File: config.mk
export PLATFORM = sky130hd
export DESIGN_NAME = hwt_preempt_task
export DESIGN_NICKNAME = d
export VERILOG_FILES = /design/src/rtl/hwt_pkg.sv /design/src/rtl/hwt_in_bank.sv /design/src/rtl/hwt_unit.sv /design/src/rtl/hwt_result_mux.sv /design/src/rtl/hwt_preempt_task.sv
export SDC_FILE = /design/constraint.sdc
export NUM_CORES = 1
export LEC_CHECK = 0
export BUFFER_PORTS_ARGS = -buffer_cell sky130_fd_sc_hd__buf_2
export CAP_MARGIN = 20
export CORE_ASPECT_RATIO = 1.2
export CORE_MARGIN = 4
export CORE_UTILIZATION = 45
export CTS_CLUSTER_SIZE = 10
export DETAILED_ROUTE_END_ITERATION = 6
export PLACE_DENSITY = 0.65
export REMOVE_ABC_BUFFERS = 1
export SETUP_SLACK_MARGIN = 0.1
export SYNTH_ARGS = -nofsm -noshare
export SYNTH_HDL_FRONTEND = slang
export SYNTH_SLANG_ARGS = --single-unit
export TNS_END_PERCENT = 1
File: constraint.sdc
create_clock -name clk -period 4.85 [get_ports clk]
set_clock_uncertainty 0.2 [all_clocks]
set_input_delay 0.485 -clock clk [delete_from_list [all_inputs] [get_ports clk]]
set_output_delay 0.485 -clock clk [all_outputs]
set_load 0.005 [all_outputs]
File: src/rtl/hwt_pkg.sv
package hwt_pkg;

    typedef enum logic [1:0] {
        PH_IDLE = 2'd0,
        PH_RUN  = 2'd1,
        PH_HELD = 2'd2
    } hwt_phase_e;

endpackage

File: src/rtl/hwt_in_bank.sv
module hwt_in_bank #(
    parameter int N_UNITS = 4,
    parameter int DATA_W  = 16
) (
    input  logic                        clk,
    input  logic                        rst_n,
    input  logic                        load_i,
    input  logic [N_UNITS*DATA_W-1:0]   ops_i,
    output logic [N_UNITS*DATA_W-1:0]   ops_o
);

    for (genvar g = 0; g < N_UNITS; g++) begin : g_slot
        logic [DATA_W-1:0] slot_q;

        always_ff @(posedge clk or negedge rst_n) begin
            if (!rst_n) begin
                slot_q <= '0;
            end else if (load_i) begin
                slot_q <= ops_i[g*DATA_W +: DATA_W];
            end
        end

        assign ops_o[g*DATA_W +: DATA_W] = slot_q;
    end

endmodule

File: src/rtl/hwt_unit.sv
module hwt_unit #(
    parameter int DATA_W = 16,
    parameter int IDX    = 0
) (
    input  logic [DATA_W-1:0] mid_i,
    input  logic [DATA_W-1:0] opnd_i,
    output logic [DATA_W-1:0] res_o
);

    logic [DATA_W-1:0] rot;

    assign rot   = {mid_i[DATA_W-2:0], mid_i[DATA_W-1]};
    assign res_o = (rot ^ opnd_i) + DATA_W'(IDX + 1);

endmodule

File: src/rtl/hwt_result_mux.sv
module hwt_result_mux #(
    parameter int N_UNITS = 4,
    parameter int DATA_W  = 16,
    parameter int CNT_W   = 2
) (
    input  logic [N_UNITS*DATA_W-1:0] ys_i,
    input  logic [CNT_W-1:0]          sel_i,
    output logic [DATA_W-1:0]         y_o
);

    always_comb begin
        y_o = '0;
        for (int i = 0; i < N_UNITS; i++) begin
            if (sel_i == CNT_W'(i)) begin
                y_o = ys_i[i*DATA_W +: DATA_W];
            end
        end
    end

endmodule

File: src/rtl/hwt_preempt_task.sv
module hwt_preempt_task
    import hwt_pkg::*;
#(
    parameter int  N_UNITS   = 4,
    parameter int  DATA_W    = 16,
    parameter int  ADDR_W    = 8,
    parameter int  STAGE_LAT = 3,
    localparam int CNT_W     = (N_UNITS > 1) ? $clog2(N_UNITS) : 1
) (
    input  logic                        clk,
    input  logic                        rst_n,
    input  logic                        start_i,
    input  logic [ADDR_W-1:0]           start_addr_i,
    input  logic [N_UNITS*DATA_W-1:0]   operands_i,
    input  logic                        preempt_req_i,
    input  logic                        resume_i,
    input  logic [DATA_W-1:0]           rest_data_i,
    input  logic [CNT_W-1:0]            rest_cnt_i,
    input  logic [ADDR_W-1:0]           rest_addr_i,
    output logic                        busy_o,
    output logic                        preempted_o,
    output logic                        stage_done_o,
    output logic [ADDR_W-1:0]           stage_addr_o,
    output logic                        done_o,
    output logic [DATA_W-1:0]           result_o,
    output logic [CNT_W-1:0]            ctx_cnt_o,
    output logic [ADDR_W-1:0]           ctx_addr_o
);

    localparam int SUB_W = (STAGE_LAT > 1) ? $clog2(STAGE_LAT) : 1;
    localparam logic [SUB_W-1:0] LAST_SUB = SUB_W'(STAGE_LAT - 1);
    localparam logic [CNT_W-1:0] LAST_CNT = CNT_W'(N_UNITS - 1);

    typedef struct packed {
        hwt_phase_e         phase;
        logic               pend;
        logic [SUB_W-1:0]   sub;
        logic [CNT_W-1:0]   cnt;
        logic [ADDR_W-1:0]  addr;
        logic [DATA_W-1:0]  mid;
        logic               stg;
        logic               fin;
        logic [ADDR_W-1:0]  waddr;
    } task_st_t;

    task_st_t st_d, st_q;

    logic                      take_start;
    logic [N_UNITS*DATA_W-1:0] ops_q;
    logic [N_UNITS*DATA_W-1:0] unit_y;
    logic [DATA_W-1:0]         sel_y;
    logic [CNT_W-1:0]          cnt_load;

    assign take_start = (st_q.phase == PH_IDLE) && start_i;

    hwt_in_bank #(
        .N_UNITS (N_UNITS),
        .DATA_W  (DATA_W)
    ) u_bank (
        .clk    (clk),
        .rst_n  (rst_n),
        .load_i (take_start),
        .ops_i  (operands_i),
        .ops_o  (ops_q)
    );

    for (genvar g = 0; g < N_UNITS; g++) begin : g_unit
        hwt_unit #(
            .DATA_W (DATA_W),
            .IDX    (g)
        ) u_unit (
            .mid_i  (st_q.mid),
            .opnd_i (ops_q[g*DATA_W +: DATA_W]),
            .res_o  (unit_y[g*DATA_W +: DATA_W])
        );
    end

    hwt_result_mux #(
        .N_UNITS (N_UNITS),
        .DATA_W  (DATA_W),
        .CNT_W   (CNT_W)
    ) u_mux (
        .ys_i  (unit_y),
        .sel_i (st_q.cnt),
        .y_o   (sel_y)
    );

    // Restored stage counter: clamp only when the counter width can
    // encode values beyond the last unit.
    if ((1 << CNT_W) == N_UNITS) begin : g_cnt_exact
        assign cnt_load = rest_cnt_i;
    end else begin : g_cnt_clamp
        assign cnt_load = (rest_cnt_i > LAST_CNT) ? LAST_CNT : rest_cnt_i;
    end

    always_comb begin
        st_d     = st_q;
        st_d.stg = 1'b0;
        st_d.fin = 1'b0;
        unique case (st_q.phase)
            PH_IDLE: begin
                if (start_i) begin
                    st_d.phase = PH_RUN;
                    st_d.pend  = 1'b0;
                    st_d.sub   = '0;
                    st_d.cnt   = '0;
                    st_d.addr  = start_addr_i;
                    st_d.mid   = '0;
                end
            end
            PH_RUN: begin
                if (st_q.sub == LAST_SUB) begin
                    // stage boundary: middle-register write
                    st_d.mid   = sel_y;
                    st_d.waddr = st_q.addr;
                    st_d.addr  = st_q.addr + ADDR_W'(1);
                    st_d.sub   = '0;
                    st_d.stg   = 1'b1;
                    st_d.pend  = 1'b0;
                    if (st_q.cnt == LAST_CNT) begin
                        st_d.phase = PH_IDLE;
                        st_d.fin   = 1'b1;
                    end else begin
                        st_d.cnt = st_q.cnt + CNT_W'(1);
                        if (st_q.pend || preempt_req_i) begin
                            st_d.phase = PH_HELD;
                        end
                    end
                end else begin
                    st_d.sub = st_q.sub + SUB_W'(1);
                    if (preempt_req_i) begin
                        st_d.pend = 1'b1;
                    end
                end
            end
            PH_HELD: begin
                if (resume_i) begin
                    st_d.phase = PH_RUN;
                    st_d.mid   = rest_data_i;
                    st_d.cnt   = cnt_load;
                    st_d.addr  = rest_addr_i;
                    st_d.sub   = '0;
                    st_d.pend  = 1'b0;
                end
            end
            default: begin
                st_d.phase = PH_IDLE;
            end
        endcase
    end

    always_ff @(posedge clk or negedge rst_n) begin
        if (!rst_n) begin
            st_q <= '0;
        end else begin
            st_q <= st_d;
        end
    end

    assign busy_o       = (st_q.phase != PH_IDLE);
    assign preempted_o  = (st_q.phase == PH_HELD);
    assign stage_done_o = st_q.stg;
    assign stage_addr_o = st_q.waddr;
    assign done_o       = st_q.fin;
    assign result_o     = st_q.mid;
    assign ctx_cnt_o    = st_q.cnt;
    assign ctx_addr_o   = st_q.addr;

endmodule

==> impl_metrics.json, run 1 <==
{
  "min_path_type": "input pin to async pin",
  "period_share": 0.730,
  "tightest_slew_ns": 1.03,
  "power.total_mw": 6.28,
  "fin_nets": 911,
  "worstReg2RegEnd": "result_o[7]$_DFFE_PN0P_",
  "globalRoute.busiestLayer": "met2",
  "ys_seq_elements": 105,
  "power_leakage_nw": 3.57,
  "synth_edf_count": 0,
  "syn_avg_cell_area_um2": 10.0,
  "die_area_um2": 17900,
  "ctsRootBufferMaster": "clkbuf_16",
  "final_cell_mix": "139 x buf_2, 105 x dfrtp_1, 75 x nand2_1",
  "synth_mux_area_frac": 0.105,
  "overflow": 0,
  "drtIter0Drc": 453,
  "synth-simple-area-share": 0.158,
  "io_pins": 141,
  "wl_per_cell_um": 19.8,
  "ant_nets": 0,
  "cts_resized": 0,
  "ys_top_cells_by_area": "dfrtp_1 37%, mux2_2 10%, xor2_1 6.9%",
  "synth_adder_area_share": 0.0228,
  "portBuffers": 140,
  "p_int_mw": 3.26,
  "p_per_area_nw_per_um2": 789,
  "startpoint_type": "flip-flop",
  "final_util": 0.511,
  "synth_seq_area_share": 0.368,
  "rsz0062_at_grt": "no",
  "fin_crit_ns": 3.54,
  "synth-compound-area-share": 0.124,
  "cts_buffers": 9,
  "gr-usage-met2": 0.370,
  "synth_ff_type": "dfrtp_1",
  "grtUsageTotal": 0.225,
  "cap_violations": 0,
  "cp_max_fo": 18,
  "grt_start_max_net_pins": 68,
  "ys_types": 79,
  "grt_pass1_wl_um": 31600,
  "netlist.area_leader.share": 0.368,
  "wl_um": 19900,
  "first_pass_iters": 5,
  "finalMaxSlewViolations": 0,
  "cts_htree_levels": 3,
  "grt_use_met3": 0.0412,
  "antennaDiodeCount": 0,
  "cts_tree": "yes",
  "worstPathRequired_ns": 4.93,
  "clkLatencyLatePin_ns": 0.36,
  "comb_power_share": 0.599,
  "clk_pin_slew_ns": 0.07,
  "finalSetupViolCount": 0,
  "async_reset_ff_frac": 1.00,
  "max-vdd-ir-drop_mv": 0.278,
  "dieWidth_um": 123,
  "cts_max_path_buffers": 2,
  "worst_r2r_path_depth": 9,
  "fmax_mhz": 282,
  "slew_headroom": 0.312,
  "synthesis.instances": 713,
  "post_cts_buffers": 0,
  "fillers": 1441,
  "start_util": 0.458,
  "grt_pass1_vias": 5877,
  "antenna_found_initial": 0,
  "r2r_start": "st_q[40]$_DFFE_PN0P_",
  "power.switching_mw": 3.02,
  "drive_gt1_frac": 0.323,
  "use_met1": 0.297,
  "status": "completed",
  "synth-xor-area-share": 0.148,
  "core_area_um2": 15600,
  "die_h_um": 146,
  "vias": 5745,
  "endpoint_kind": "flip-flop",
  "netlist_area_um2": 7140,
  "worstPathArrival_ns": 3.62,
  "area_delta_synth_final_pct": 11.6,
  "hpwl_um": 15200,
  "viasPerCell": 5.70,
  "yosys_warnings": 0,
  "fin_tns_setup_ns": 0,
  "cts.sinks": 105,
  "final_hold_viol_count": 0,
  "r2r_setup_slack_ns": 1.31,
  "globalplace.congestion": 0.946,
  "hold_buffers": 0,
  "p_sw_frac": 0.481,
  "pwr-share-seq": 0.283,
  "drcViolationCount": 0,
  "rows": 50,
  "synth_top_family_by_area": "simple AND/OR/NAND/NOR gates",
  "final_common_cell": "buf_2",
  "critical_path_class": "flip-flop to flip-flop",
  "p_clk_frac": 0.117,
  "synth_area_leader_cell": "dfrtp_1"
}
-- how the worst max path moves through the flow --
stage                     cells after the start  slack [ns]                  endpoint            startpoint
final                                         9        1.31   result_o[7]$_DFFE_PN0P_  st_q[40]$_DFFE_PN0P_
after global placement                        9        1.63   result_o[7]$_DFFE_PN0P_  st_q[40]$_DFFE_PN0P_
after floorplan                               7        2.00  result_o[10]$_DFFE_PN0P_  st_q[39]$_DFFE_PN0P_
after detailed placement                      9        1.43   result_o[7]$_DFFE_PN0P_  st_q[40]$_DFFE_PN0P_
after CTS                                     9        1.42   result_o[7]$_DFFE_PN0P_  st_q[40]$_DFFE_PN0P_
after global routing                          9        1.12   result_o[7]$_DFFE_PN0P_  st_q[40]$_DFFE_PN0P_
-- flip-flops by register name, summed over array words and instances, names as in the netlist --
signal                count
stage_done_o              1
stage_addr_o              8
result_o                 16
st_q                      5
ctx_cnt_o                 2
u_bank.g_slot.slot_q     64
ctx_addr_o                8
done_o                    1
-- cell families (layout without fill, tap and decap cells) --
kind of cell | after synthesis | after routing
and+or+nand+nor | 207 | 207
adders and majority gates | 13 | 13
buffers and inverters | 86 | 173
xor gates and xnor gates | 111 | 111
AOI/OAI and AO/OA | 124 | 124
muxes | 67 | 67
DFF | 105 | 105
-- cell usage after synthesis (4+ instances only) --
library cell	count
nand3_1	18
buf_6	4
clkbuf_1	20
or2_2	5
buf_2	8
ha_1	13
a22oi_1	4
nor4_1	9
xnor2_1	45
and3_1	8
mux2_2	64
nand2_1	76
a211oi_1	8
o21ai_0	28
a21oi_1	15
nor2_1	25
buf_4	39
nand4_1	14
nand2b_1	5
a21o_1	6
o31ai_1	4
nor2b_1	5
and2_1	4
o211ai_1	8
a221oi_1	10
nand3b_1	5
xor2_2	8
dfrtp_1	105
inv_1	10
xor2_1	56
nor3_1	12
a31oi_1	4
-- layer usage --
metal  routed length, µm  part of all wire  vias to the layer above
met5                   0                 0                        -
met4                 437             0.022                        0
met3                1480             0.074                       26
met2                9630              0.48                      234
met1                8400              0.42                     2825
li1                    -                 -                     2660
-- critical path, cell delays in order, from the launching register on --
cell      delay (ns)
dfrtp_1         0.41
inv_1           0.10
ha_1            0.39
nand3b_1        0.59
clkinv_1        0.58
nand2_1         0.26
or4_1           0.59
a31oi_1         0.18
a21oi_1         0.06
o21ai_1         0.10
-- per-stage QoR --
step	setup slack [ns]	hold WS [ns]	area, µm²	std cells
6_report	1.31	0.0425	7960	1008
5_1_grt	1.12	0.124	7960	1008
4_1_cts	1.42	0.0811	7960	1008
3_5_place_dp	1.43	0.265	7670	992
3_3_place_gp	1.63	0.254	7670	992
2_1_floorplan	2.00	-0.0106	6660	639
-- layout make-up --
cell class / count / area [µm²] / area share
inverter: 12 / 45.0 / 0.00566
clock inverter: 5 / 56.3 / 0.00707
timing repair buffer: 145 / 741 / 0.0930
multi-input combinational: 522 / 4000 / 0.502
tap: 208 / 260 / 0.0327
sequential: 105 / 2630 / 0.330
clock buffer: 11 / 233 / 0.0292
-- power by group through the flow --
stage / Combinational [mW] / Clock, mW / Sequential, mW
5_1_grt: 4.09 / 0.786 / 1.85
4_1_cts: 3.74 / 0.750 / 1.78
3_3_place_gp: 3.66 / 0 / 1.77
2_1_floorplan: 2.69 / 0 / 1.68
3_5_place_dp: 3.71 / 0 / 1.80
6_report: 3.76 / 0.737 / 1.78
(Power assumes the default switching activity.)
==> run 2: changes to the inputs <==
--- a/config.mk
+++ b/config.mk
@@ -5,6 +5,7 @@
 export SDC_FILE = /design/constraint.sdc
 export NUM_CORES = 1
 export LEC_CHECK = 0
+export ABC_AREA = 1
 export BUFFER_PORTS_ARGS = -buffer_cell sky130_fd_sc_hd__buf_2
 export CAP_MARGIN = 20
 export CORE_ASPECT_RATIO = 1.2
==> constraint.sdc (replaced) <==
create_clock -name clk -period 3.3 [get_ports clk]
set_clock_uncertainty 0.2 [all_clocks]
set_input_delay 0.33 -clock clk [delete_from_list [all_inputs] [get_ports clk]]
set_output_delay 0.33 -clock clk [all_outputs]
set_load 0.005 [all_outputs]
==> run 2 against run 1 <==
  * Combinational power is 39% higher
  * Cell count is 32% higher
  * Non-clock buffer count is 42 higher
  * Register-to-register slack worse by 0.54 ns
  * Global-route usage is 0.12 points higher
  * Clock-buffer cell count is 1 lower
  * Utilization is 3.0 points higher
  * Clock power is 66% higher
  * Area after synthesis is 6.5% higher
==> impl_metrics.json, run 2 <==
{
  "status": "completed",
  "dieWidth_um": 127,
  "cts_resized": 0,
  "synth_edf_count": 0,
  "finalSetupViolCount": 0,
  "netlist_area_um2": 7600,
  "area_delta_synth_final_pct": 16.7,
  "vias": 6788,
  "yosys_warnings": 0,
  "regMostFlops": "u_bank.g_slot.slot_q",
  "power_leakage_nw": 4.38,
  "cts_buffers": 9,
  "drive_gt1_frac": 0.258,
  "start_util": 0.464,
  "rows": 51,
  "worstPathArrival_ns": 2.57,
  "synth.most_common_cell": "nand2_1",
  "cp_max_fo": 11,
  "ys_top_cells_by_area": "dfrtp_1 35%, nand2_1 13%, mux2_2 7.3%",
  "cts_htree_levels": 3,
  "startpoint_type": "flip-flop",
  "critical_path_class": "flip-flop to flip-flop",
  "worstPathRequired_ns": 3.34,
  "fin_area_um2": 8870,
  "io_pins": 141,
  "cts.sinks": 105,
  "globalplace.congestion": 0.885,
  "die_area_um2": 19000,
  "async_reset_ff_frac": 1.00,
  "drtIter0Drc": 385,
  "ys_types": 48,
  "final_cell_mix": "257 x nand2_1, 139 x buf_2, 105 x dfrtp_1",
  "max-vdd-ir-drop_mv": 0.858,
  "p_per_area_nw_per_um2": 1010,
  "largest_reg_flops": 64,
  "antennaDiodeCount": 0,
  "drcViolationCount": 0,
  "antenna_found_initial": 1,
  "fin_tns_setup_ns": 0,
  "netlist.area_leader.share": 0.346,
  "fmax_mhz": 396,
  "whs_ns": 0.00269,
  "tightest_slew_ns": 0.965,
  "viasPerCell": 5.12,
  "wl_um": 21100,
  "rsz0062_at_grt": "no",
  "syn_avg_cell_area_um2": 7.70,
  "synth_seq_area_share": 0.346,
  "synthesis.instances": 987,
  "place_area_um2": 8200,
  "overflow": 0,
  "ant_nets": 0,
  "holdPathStages": 2,
  "core_area_um2": 16400,
  "post_cts_buffers": 0,
  "cts_max_path_buffers": 2,
  "grt_pass1_wl_um": 33800,
  "grt_start_max_net_pins": 80,
  "power.total_mw": 8.94,
  "endpoint_kind": "flip-flop",
  "portBuffers": 140,
  "period_share": 0.766,
  "cap_violations": 0,
  "clk_pin_slew_ns": 0.07,
  "fin_crit_ns": 2.53,
  "die_h_um": 150,
  "hpwl_um": 15800,
  "final_hold_viol_count": 0,
  "finalMaxSlewViolations": 0,
  "synth.top_cells.by_count": "258 x nand2_1, 105 x dfrtp_1, 76 x inv_1",
  "slew_headroom": 0.357,
  "grt_pass1_vias": 6809,
  "wl_per_cell_um": 15.9,
  "cts_tree": "yes",
  "synth_area_leader_cell": "dfrtp_1",
  "worst_r2r_path_depth": 13,
  "first_pass_iters": 5,
  "clkLatencyLatePin_ns": 0.36,
  "ctsRootBufferMaster": "clkbuf_16",
  "synth_ff_type": "dfrtp_1",
  "fin_nets": 1226,
  "final_common_cell": "nand2_1",
  "ys_seq_elements": 105,
  "grtUsageTotal": 0.226,
  "min_path_type": "input pin to flip-flop"
}
[run 2: cell types whose count changed after synthesis, sizes merged, moves of 12 or more]
cell and delta:
a21oi +35, inv +87, nand3 +46, xnor2 -18, xor2 -36, nand2 +190
nor4 -12, mux2 -15, o21ai +29, nor2 +61
[run 2: final timing paths]
kind,from,endpoint,slack [ns]
max,ctx_cnt_o[1]$_DFFE_PN0P_,result_o[4]$_DFFE_PN0P_,0.77
min,operands_i[44],u_bank.g_slot[2].slot_q[12]$_DFFE_PN0P_,0.003
max reg2reg,ctx_cnt_o[1]$_DFFE_PN0P_,result_o[4]$_DFFE_PN0P_,0.77
min reg2reg,stage_addr_o[7]$_DFFE_PN0P_,stage_addr_o[7]$_DFFE_PN0P_,0.28
max in group asynchronous,rst_n,ctx_addr_o[3]$_DFFE_PN0P_,1.81
min in group asynchronous,rst_n,u_bank.g_slot[1].slot_q[11]$_DFFE_PN0P_,0.35
[run 2: worst max-delay path, stage by stage, from the launching register on]
cell      delay (ns)
dfrtp_1         0.41
inv_1           0.11
ha_1            0.20
clkinv_1        0.34
nand2_1         0.20
inv_1           0.22
nand3_1         0.16
nand2_1         0.06
a21oi_1         0.12
o21ai_0         0.09
nand3_1         0.09
nand2_1         0.05
nand2_1         0.07
o21ai_0         0.08
[run 2: kinds of logic after synthesis]
| logic type | count (synthesis) | synth area share |
|---|---|---|
| DFF | 105 | 0.346 |
| AOI/OAI and AO/OA | 138 | 0.101 |
| xor gates and xnor gates | 57 | 0.0874 |
| and+or+nand+nor | 446 | 0.256 |
| buffers and inverters | 179 | 0.116 |
| adders and majority gates | 13 | 0.0214 |
| muxes | 49 | 0.0726 |
[run 2: area by class of cell]
| cell class | instances | area [µm²] |
|---|---|---|
| clock buffer | 10 | 239 |
| clock inverter | 6 | 97.6 |
| fill | 1596 | 7520 |
| inverter | 104 | 390 |
| multi-input combinational | 703 | 4100 |
| sequential | 105 | 2630 |
| tap | 212 | 265 |
| timing repair buffer | 187 | 1150 |
[run 2: what timing repair did]
item | 4_1_cts | 5_1_grt
setup endpoints to repair | 0 | 0
endpoints found under the hold margin | 85 | 0
hold buffers | 34 | 0
[run 2: per-stage QoR]
| stage | utilization | cells | worst slack, ns |
|---|---|---|---|
| after floorplan | - | 912 | 0.379 |
| after global placement | 0.500 | 1277 | 0.781 |
| after detailed placement | 0.500 | 1277 | 0.784 |
| after CTS | 0.541 | 1327 | 0.777 |
| after global routing | 0.541 | 1327 | 0.520 |
| final | 0.541 | 1327 | 0.772 |
[run 2: layer usage]
| layer | GRT usage | part of all wire | vias to the layer above |
|---|---|---|---|
| met5 | 0 | 0.00057 | - |
| met4 | 0.0928 | 0.027 | 2 |
| met3 | 0.0472 | 0.064 | 40 |
| met2 | 0.387 | 0.50 | 217 |
| met1 | 0.277 | 0.41 | 3146 |
| li1 | - | - | 3383 |
[run 2: power breakdown]
part           leakage, nW  switching [mW]  internal, mW
clock network        0.165           0.521         0.697
logic                 2.93            3.24          2.00
registers             1.28           0.614          1.86
total                 4.38            4.38          4.56
